--- config.mk ---
export PLATFORM = sky130hd
export DESIGN_NAME = transmit_page_seq
export DESIGN_NICKNAME = d
export VERILOG_FILES = /design/src/rtl/tps_pkg.sv /design/src/rtl/tps_phase_decode.sv /design/src/rtl/tps_mode_ctrl.sv /design/src/rtl/tps_char_track.sv /design/src/rtl/transmit_page_seq.sv
export SDC_FILE = /design/constraint.sdc
export NUM_CORES = 1
export LEC_CHECK = 0
export ABC_AREA = 1
export BUFFER_PORTS_ARGS = -buffer_cell sky130_fd_sc_hd__buf_2
export CAP_MARGIN = 20
export CORE_AREA = 5 5 42 44
export DETAILED_ROUTE_END_ITERATION = 8
export DIE_AREA = 0 0 47 49
export GPL_ROUTABILITY_DRIVEN = 0
export SYNTH_ARGS = -nofsm -noshare
export SYNTH_HDL_FRONTEND = slang
export SYNTH_SLANG_ARGS = --single-unit
export TNS_END_PERCENT = 30
--- constraint.sdc ---
create_clock -name clk -period 1 [get_ports clk]
set_input_delay 0.1 -clock clk [delete_from_list [all_inputs] [get_ports clk]]
set_output_delay 0.1 -clock clk [all_outputs]
set_load 0.02 [all_outputs]
--- src/rtl/tps_pkg.sv ---
package tps_pkg;

  // decoded processor-cycle strobes used by the sequencer
  typedef struct packed {
    logic arm;
    logic load;
    logic adv;
  } tick_t;

endpackage

--- src/rtl/tps_phase_decode.sv ---
module tps_phase_decode
  import tps_pkg::*;
#(
  parameter int PH_W      = 3,
  parameter int ARM_CODE  = 7,
  parameter int LOAD_CODE = 2,
  parameter int ADV_CODE  = 4
) (
  input  logic [PH_W-1:0] phase,
  output tick_t           tick
);

  localparam logic [PH_W-1:0] ArmC  = PH_W'(ARM_CODE);
  localparam logic [PH_W-1:0] LoadC = PH_W'(LOAD_CODE);
  localparam logic [PH_W-1:0] AdvC  = PH_W'(ADV_CODE);

  always_comb begin
    tick.arm  = (phase == ArmC);
    tick.load = (phase == LoadC);
    tick.adv  = (phase == AdvC);
  end

endmodule

--- src/rtl/tps_mode_ctrl.sv ---
module tps_mode_ctrl (
  input  logic clk,
  input  logic rst,
  input  logic arm_tick,
  input  logic start_btn,
  input  logic load_go,
  input  logic end_hit,
  output logic start_go,
  output logic active,
  output logic sent_any
);

  logic active_q;
  logic any_q;

  // presses only count while idle and in the arm phase
  assign start_go = ~active_q & arm_tick & start_btn;

  always_ff @(posedge clk) begin
    if (rst) begin
      active_q <= 1'b0;
      any_q    <= 1'b0;
    end else if (start_go) begin
      active_q <= 1'b1;
      any_q    <= 1'b0;
    end else begin
      if (end_hit) active_q <= 1'b0;
      if (load_go) any_q    <= 1'b1;
    end
  end

  assign active   = active_q;
  assign sent_any = any_q;

endmodule

--- src/rtl/tps_char_track.sv ---
module tps_char_track #(
  parameter int NUM_BUF = 2
) (
  input  logic               clk,
  input  logic               rst,
  input  logic               clear,
  input  logic               load_go,
  input  logic               adv_go,
  input  logic               full_duplex,
  input  logic               echo_dav,
  input  logic [NUM_BUF-1:0] buf_empty,
  output logic               sent,
  output logic               done_ok
);

  logic [NUM_BUF:0] empty_chain;
  logic             all_empty;
  logic             sent_q;
  logic             echo_q;
  logic             dup_q;

  assign empty_chain[0] = 1'b1;
  for (genvar g = 0; g < NUM_BUF; g++) begin : g_empty
    assign empty_chain[g+1] = empty_chain[g] & buf_empty[g];
  end
  assign all_empty = empty_chain[NUM_BUF];

  always_ff @(posedge clk) begin
    if (rst || clear) begin
      sent_q <= 1'b0;
      echo_q <= 1'b0;
      dup_q  <= 1'b0;
    end else begin
      if (load_go) begin
        sent_q <= 1'b1;
        dup_q  <= full_duplex;
        echo_q <= 1'b0;
      end
      if (sent_q && echo_dav) echo_q <= 1'b1;
      if (adv_go) begin
        sent_q <= 1'b0;
        echo_q <= 1'b0;
      end
    end
  end

  // half duplex: empty buffers stand in for the data-available event
  assign done_ok = all_empty & (~dup_q | echo_q);
  assign sent    = sent_q;

endmodule

--- src/rtl/transmit_page_seq.sv ---
module transmit_page_seq
  import tps_pkg::*;
#(
  parameter int NUM_BUF   = 2,
  parameter int PH_W      = 3,
  parameter int ARM_CODE  = 7,
  parameter int LOAD_CODE = 2,
  parameter int ADV_CODE  = 4
) (
  input  logic               clk,
  input  logic               rst,
  input  logic               start_btn,
  input  logic               full_duplex,
  input  logic [NUM_BUF-1:0] buf_empty,
  input  logic               echo_dav,
  input  logic [PH_W-1:0]    phase,
  input  logic               cursor_at_home,
  output logic               buf_load,
  output logic               cursor_adv,
  output logic               page_active
);

  tick_t tick;
  logic  start_go, active, sent_any, sent, done_ok;
  logic  load_slot, end_hit, load_go, adv_go;
  logic  load_q, adv_q;

  tps_phase_decode #(
    .PH_W(PH_W), .ARM_CODE(ARM_CODE), .LOAD_CODE(LOAD_CODE), .ADV_CODE(ADV_CODE)
  ) u_dec (
    .phase(phase),
    .tick (tick)
  );

  // a load slot with a wrapped cursor is the suppressed scroll point
  assign load_slot = active & tick.load & ~sent;
  assign end_hit   = load_slot & sent_any & cursor_at_home;
  assign load_go   = load_slot & ~end_hit;
  assign adv_go    = active & tick.adv & sent & done_ok;

  tps_mode_ctrl u_mode (
    .clk      (clk),
    .rst      (rst),
    .arm_tick (tick.arm),
    .start_btn(start_btn),
    .load_go  (load_go),
    .end_hit  (end_hit),
    .start_go (start_go),
    .active   (active),
    .sent_any (sent_any)
  );

  tps_char_track #(.NUM_BUF(NUM_BUF)) u_track (
    .clk        (clk),
    .rst        (rst),
    .clear      (start_go),
    .load_go    (load_go),
    .adv_go     (adv_go),
    .full_duplex(full_duplex),
    .echo_dav   (echo_dav),
    .buf_empty  (buf_empty),
    .sent       (sent),
    .done_ok    (done_ok)
  );

  always_ff @(posedge clk) begin
    if (rst) begin
      load_q <= 1'b0;
      adv_q  <= 1'b0;
    end else begin
      load_q <= load_go;
      adv_q  <= adv_go;
    end
  end

  assign buf_load    = load_q;
  assign cursor_adv  = adv_q;
  assign page_active = active;

endmodule

Word-level counts from Yosys, hierarchy flattened. Index checks and enable logic that the tools add are counted.

Bits of input ports: 11. Flip-flop bits (word level): 7.

Equal/unequal tests: 3. Reductions and logical operators: 6. Muxes and demuxes: 4. Bitwise logic cells: 17.

Operator list (count): 1-bit bitwise AND (12); 3-bit equality test, second input constant (2); 1-bit 2-to-1 mux (4); 1-bit NOT (4); 2-bit nonzero test (2); 2-bit OR reduction (2); 3-bit by 2-bit equality test with 1-bit output, second input constant (1); 1-bit logical AND (1); 1-bit logical OR (1); 1-bit bitwise OR (1).

Depth between registers and ports, before layout.
Depth in word-level cells: 9. Mapped depth: 7. Gate-level depth less buffers: 7.

Hierarchy. A second synthesis with hierarchy kept.

Cells, all modules: 53. Area, all modules: 342.8 µm².

By module, submodules not included: tps_char_track (area each 128.9 µm², instances 1, cells each 20, sequential area each 60.1 µm²); transmit_page_seq (area each 96.3 µm², instances 1, cells each 15, sequential area each 40.0 µm²); tps_mode_ctrl (area each 87.6 µm², instances 1, cells each 10, sequential area each 40.0 µm²); tps_phase_decode (area each 30.0 µm², instances 1, cells each 8, sequential area each 0.0 µm²).

Worst setup path after synthesis. Ideal clock, no wire load.

Path kind: register -> register. From: register u_mode.active_q (netlist: u_mode.active). To: register u_track.sent_q (netlist: u_track.sent). Cell stages (with the launch flop): 7. Data required time: 930 ps. Setup slack: -3 ps. Clock period less this slack: 1003 ps. Arrival: 933 ps. Setup time: 70 ps. Path through: dfxtp_1 > inv_1 > nand2_2 > nor2_4 > nor2_4 > nand2_2 > a21oi_1.

Cells in the longest elaborated chain, start to end: 6.

RTL lines: start, declared (RTL line tps_mode_ctrl.sv:13) `logic active_q;`; start signal, assigned (RTL line tps_mode_ctrl.sv:21) `active_q <= 1'b0;`; start signal, assigned (RTL line tps_mode_ctrl.sv:24) `active_q <= 1'b1;`; start signal, assigned (RTL line tps_mode_ctrl.sv:27) `if (end_hit) active_q <= 1'b0;`; 1-bit bitwise AND (2 in a row) (RTL line transmit_page_seq.sv:36) `assign load_slot = active & tick.load & ~sent;`; 1-bit bitwise AND (2 in a row) (RTL line transmit_page_seq.sv:37) `assign end_hit = load_slot & sent_any & cursor_at_home;`; 1-bit NOT (RTL line transmit_page_seq.sv:38) `assign load_go = load_slot & ~end_hit;`; 1-bit bitwise AND (RTL line transmit_page_seq.sv:38); end signal, assigned (RTL line tps_char_track.sv:30) `sent_q <= 1'b0;`; end signal, assigned (RTL line tps_char_track.sv:35) `sent_q <= 1'b1;`; end signal, assigned (RTL line tps_char_track.sv:41) `sent_q <= 1'b0;`; end, declared (RTL line tps_char_track.sv:18) `logic sent_q;`.

Parallel ways exist; a longest one is shown, timed or not. A chain may end at the register's enable or synchronous reset.

Worst setup path after layout.
From: register u_track.sent_q (netlist: u_track.sent). To: register u_track.dup_q.

Cells in the longest elaborated chain, start to end: 6.

RTL lines: 1-bit NOT (*) (RTL line transmit_page_seq.sv:36); 1-bit bitwise AND (*) (RTL line transmit_page_seq.sv:36); 1-bit bitwise AND (2 in a row) (RTL line transmit_page_seq.sv:37); 1-bit NOT (RTL line transmit_page_seq.sv:38); 1-bit bitwise AND (*) (RTL line transmit_page_seq.sv:38); end signal, assigned (RTL line tps_char_track.sv:36) `dup_q <= full_duplex;`; end, declared (RTL line tps_char_track.sv:20) `logic dup_q;`.

Mark *: on every way between the ends. The rest lies on a longest branch, timed or not.

==> out/metrics.cfg <==
[floorplanning]
coreArea_mm2 = 0.00140
die_width_um = 47
start_util_pct = 25.2
io_pins = 14
die_y_um = 49
fp-row-count = 14
die-area_mm2 = 0.00230

[sta]
worstMarginPinSlew_ns = 0.140
fmax_mhz = 1100
timing.slew.headroom_pct = 90.6
clock_skew_ns = 0.00236
period_minus_slack_ns = 0.909
fin_crit_sh_pct = 90.9
hold_violations = 0
tns_ns = 0
rsz0062_at_grt = no
setup-violations-final = 0
final-max-slew-violation-count = 0

[routing]
dr.pass1.iters = 3
drt_iter0_drc = 2
ant_nets = 0
via_count = 326
via_per_inst = 4.08
post-route-drc-count = 0
drt-total-wl_um = 736
routedWlPerCell_um = 9.20

[clock_tree]
post_cts_resized = 0
cts_buffer_depth = 2
clockRootBuffer = clkbuf_4
postCtsSetupBuffers = 0
cts_tree = built
cts.sinks = 7
clock_latency_ns = 0.25
clk_pin_slew_worst_paths_ns = 0.05
cts_made_buffers = 3
htree_levels = 1
holdBufCountCts = 0

[cells_and_area]
fin_nets = 76
layout-drive-gt1-share_pct = 43.8
insertedDiodeCount = 0
fin_util_pct = 33.2
fin_area_um2 = 465
area_growth_pct = 31.9

[worst_hold_path]
hold_path_startpoint = full_duplex
min_path_cells = 3
hold_path_class = in2reg

[place]
dpl-instance-area_um2 = 439
dp_hpwl_um = 607
io_buffer_count = 13

[logic_synthesis]
synthArstFlopShare_pct = 0
syn-cell-area_um2 = 353
yosys.cell_count.top_type = nand2_1
ys_top_cells_by_count = 10 x nand2_1, 8 x nor2_1, 7 x dfxtp_1
ys_warn_count = 0
synth_top_area_share_pct = 39.7
synth_nets = 58
ys_types = 11
syn_inst = 47
ys_seq_elements = 7
synth_area_leaders = dfxtp_1 40%, nor2_4 13%, nand2_1 11%, nor2_1 8.5%, inv_1 6.4%
synth-main-ff-cell = dfxtp_1
synth_edf_count = 0
ys_seq_area_share_pct = 39.7
avgSynthCellArea_um2 = 7.51
synth_top_area_cell = dfxtp_1

[flow_run]
drv_cap = 0

[global_route]
track_usage_pct = 6.76
gr-total-overflow = 0
grt_pass1_vias = 325
grt_start_max_net_pins = 7
grt_pass1_wl_um = 1130
antenna_found_initial = 0

[worst_setup_path]
worstSetupPathType = reg2reg
timing.rr.start = u_track.sent$_SDFFE_PP0P_
critical_path_required_ns = 1.14
startpoint = u_track.sent$_SDFFE_PP0P_
worstPathMaxFanout = 6
critPathLaunchType = flop
crit_path_end_kind = flop
reg2reg_depth = 6
critical_path_arrival_ns = 1.05

[power]
p_leak_nw = 0.224
max-vdd-ir-drop_v = 0.000532
power.density_mw_per_mm2 = 1290

[outcome]
outcome = finished clean

-- worst max-delay path, cell delays in order, from the launching register on --
cell	delay, ns
dfxtp_1	0.32
inv_2	0.07
nand2_2	0.06
nor2_4	0.11
nand3_4	0.11
nor2_1	0.10
nor2_1	0.05
-- cells by family (layout without fill, tap and decap cells) --
family	after synthesis	count (layout)	synth area share [%]
flip-flops	7	7	39.7
AND/OR/NAND/NOR	29	29	46.5
AO/OA/AOI/OAI	3	3	5.32
buffers and inverters	8	25	8.51
-- state kept, by name, summed over array words and instances, names as in the netlist --
name and cells:
u_mode.sent_any 1, u_track.echo_q 1, u_mode.active 1, cursor_adv 1, buf_load 1, u_track.sent 1, u_track.dup_q 1
-- through the flow --
step	worst slack (ns)	hold slack, ns	cells	power (mW)
global route	0.0160	0.0741	80	0.639
global placement	0.0926	0.327	76	0.353
detailed placement	0.0840	0.333	76	0.354
CTS	0.0772	0.0727	80	0.609
floorplan	0.0965	0.155	47	0.321
finish	0.0905	0.0764	80	0.598
-- area by class of cell --
cell class              instances  area (µm²)
multi-input cells              32         183
inverters                       8        30.0
clock buffers                   4        26.3
fillers                       169         936
well taps                      16        20.0
flip-flops and latches          7         141
repair buffers                 13        65.1
-- cells in the final DEF (no fill, tap or decap) --
cell and instances:
dfxtp_1 6, nand3_1 3, a21oi_1 2, dfxtp_2 1
inv_1 6, clkbuf_4 3, inv_2 2, a21oi_2 1
nand3_4 1, nor2_4 4, clkbuf_1 1, nor2_1 8
buf_2 13, nand2_1 10, nand2_2 3
-- final timing paths --
kind                                       to  slack [ns]
setup reg to reg   u_track.dup_q$_SDFFE_PP0P_        0.09
hold reg to reg   u_track.echo_q$_SDFFE_PP0P_        0.47
hold / removal     u_track.dup_q$_SDFFE_PP0P_        0.08
setup / recovery   u_track.dup_q$_SDFFE_PP0P_        0.09
-- where the power goes --
group | internal (mW) | leakage (nW) | switching [mW]
Combinational | 0.0275 | 0.152 | 0.0360
Sequential | 0.282 | 0.0569 | 0.00202
Clock | 0.152 | 0.0150 | 0.0987
Total | 0.462 | 0.224 | 0.137
-- layer usage --
metal | vias to the layer above | global-route usage [%] | wire [µm] | share of wire [%]
li1 | 175 | - | - | -
met1 | 141 | 7.47 | 303 | 41
met2 | 10 | 10.6 | 377 | 51
met3 | 0 | 1.11 | 55 | 7.5
met4 | 0 | 5.53 | 0 | 0
met5 | - | 0 | 0 | 0
Power figures use the tool's default switching activity.
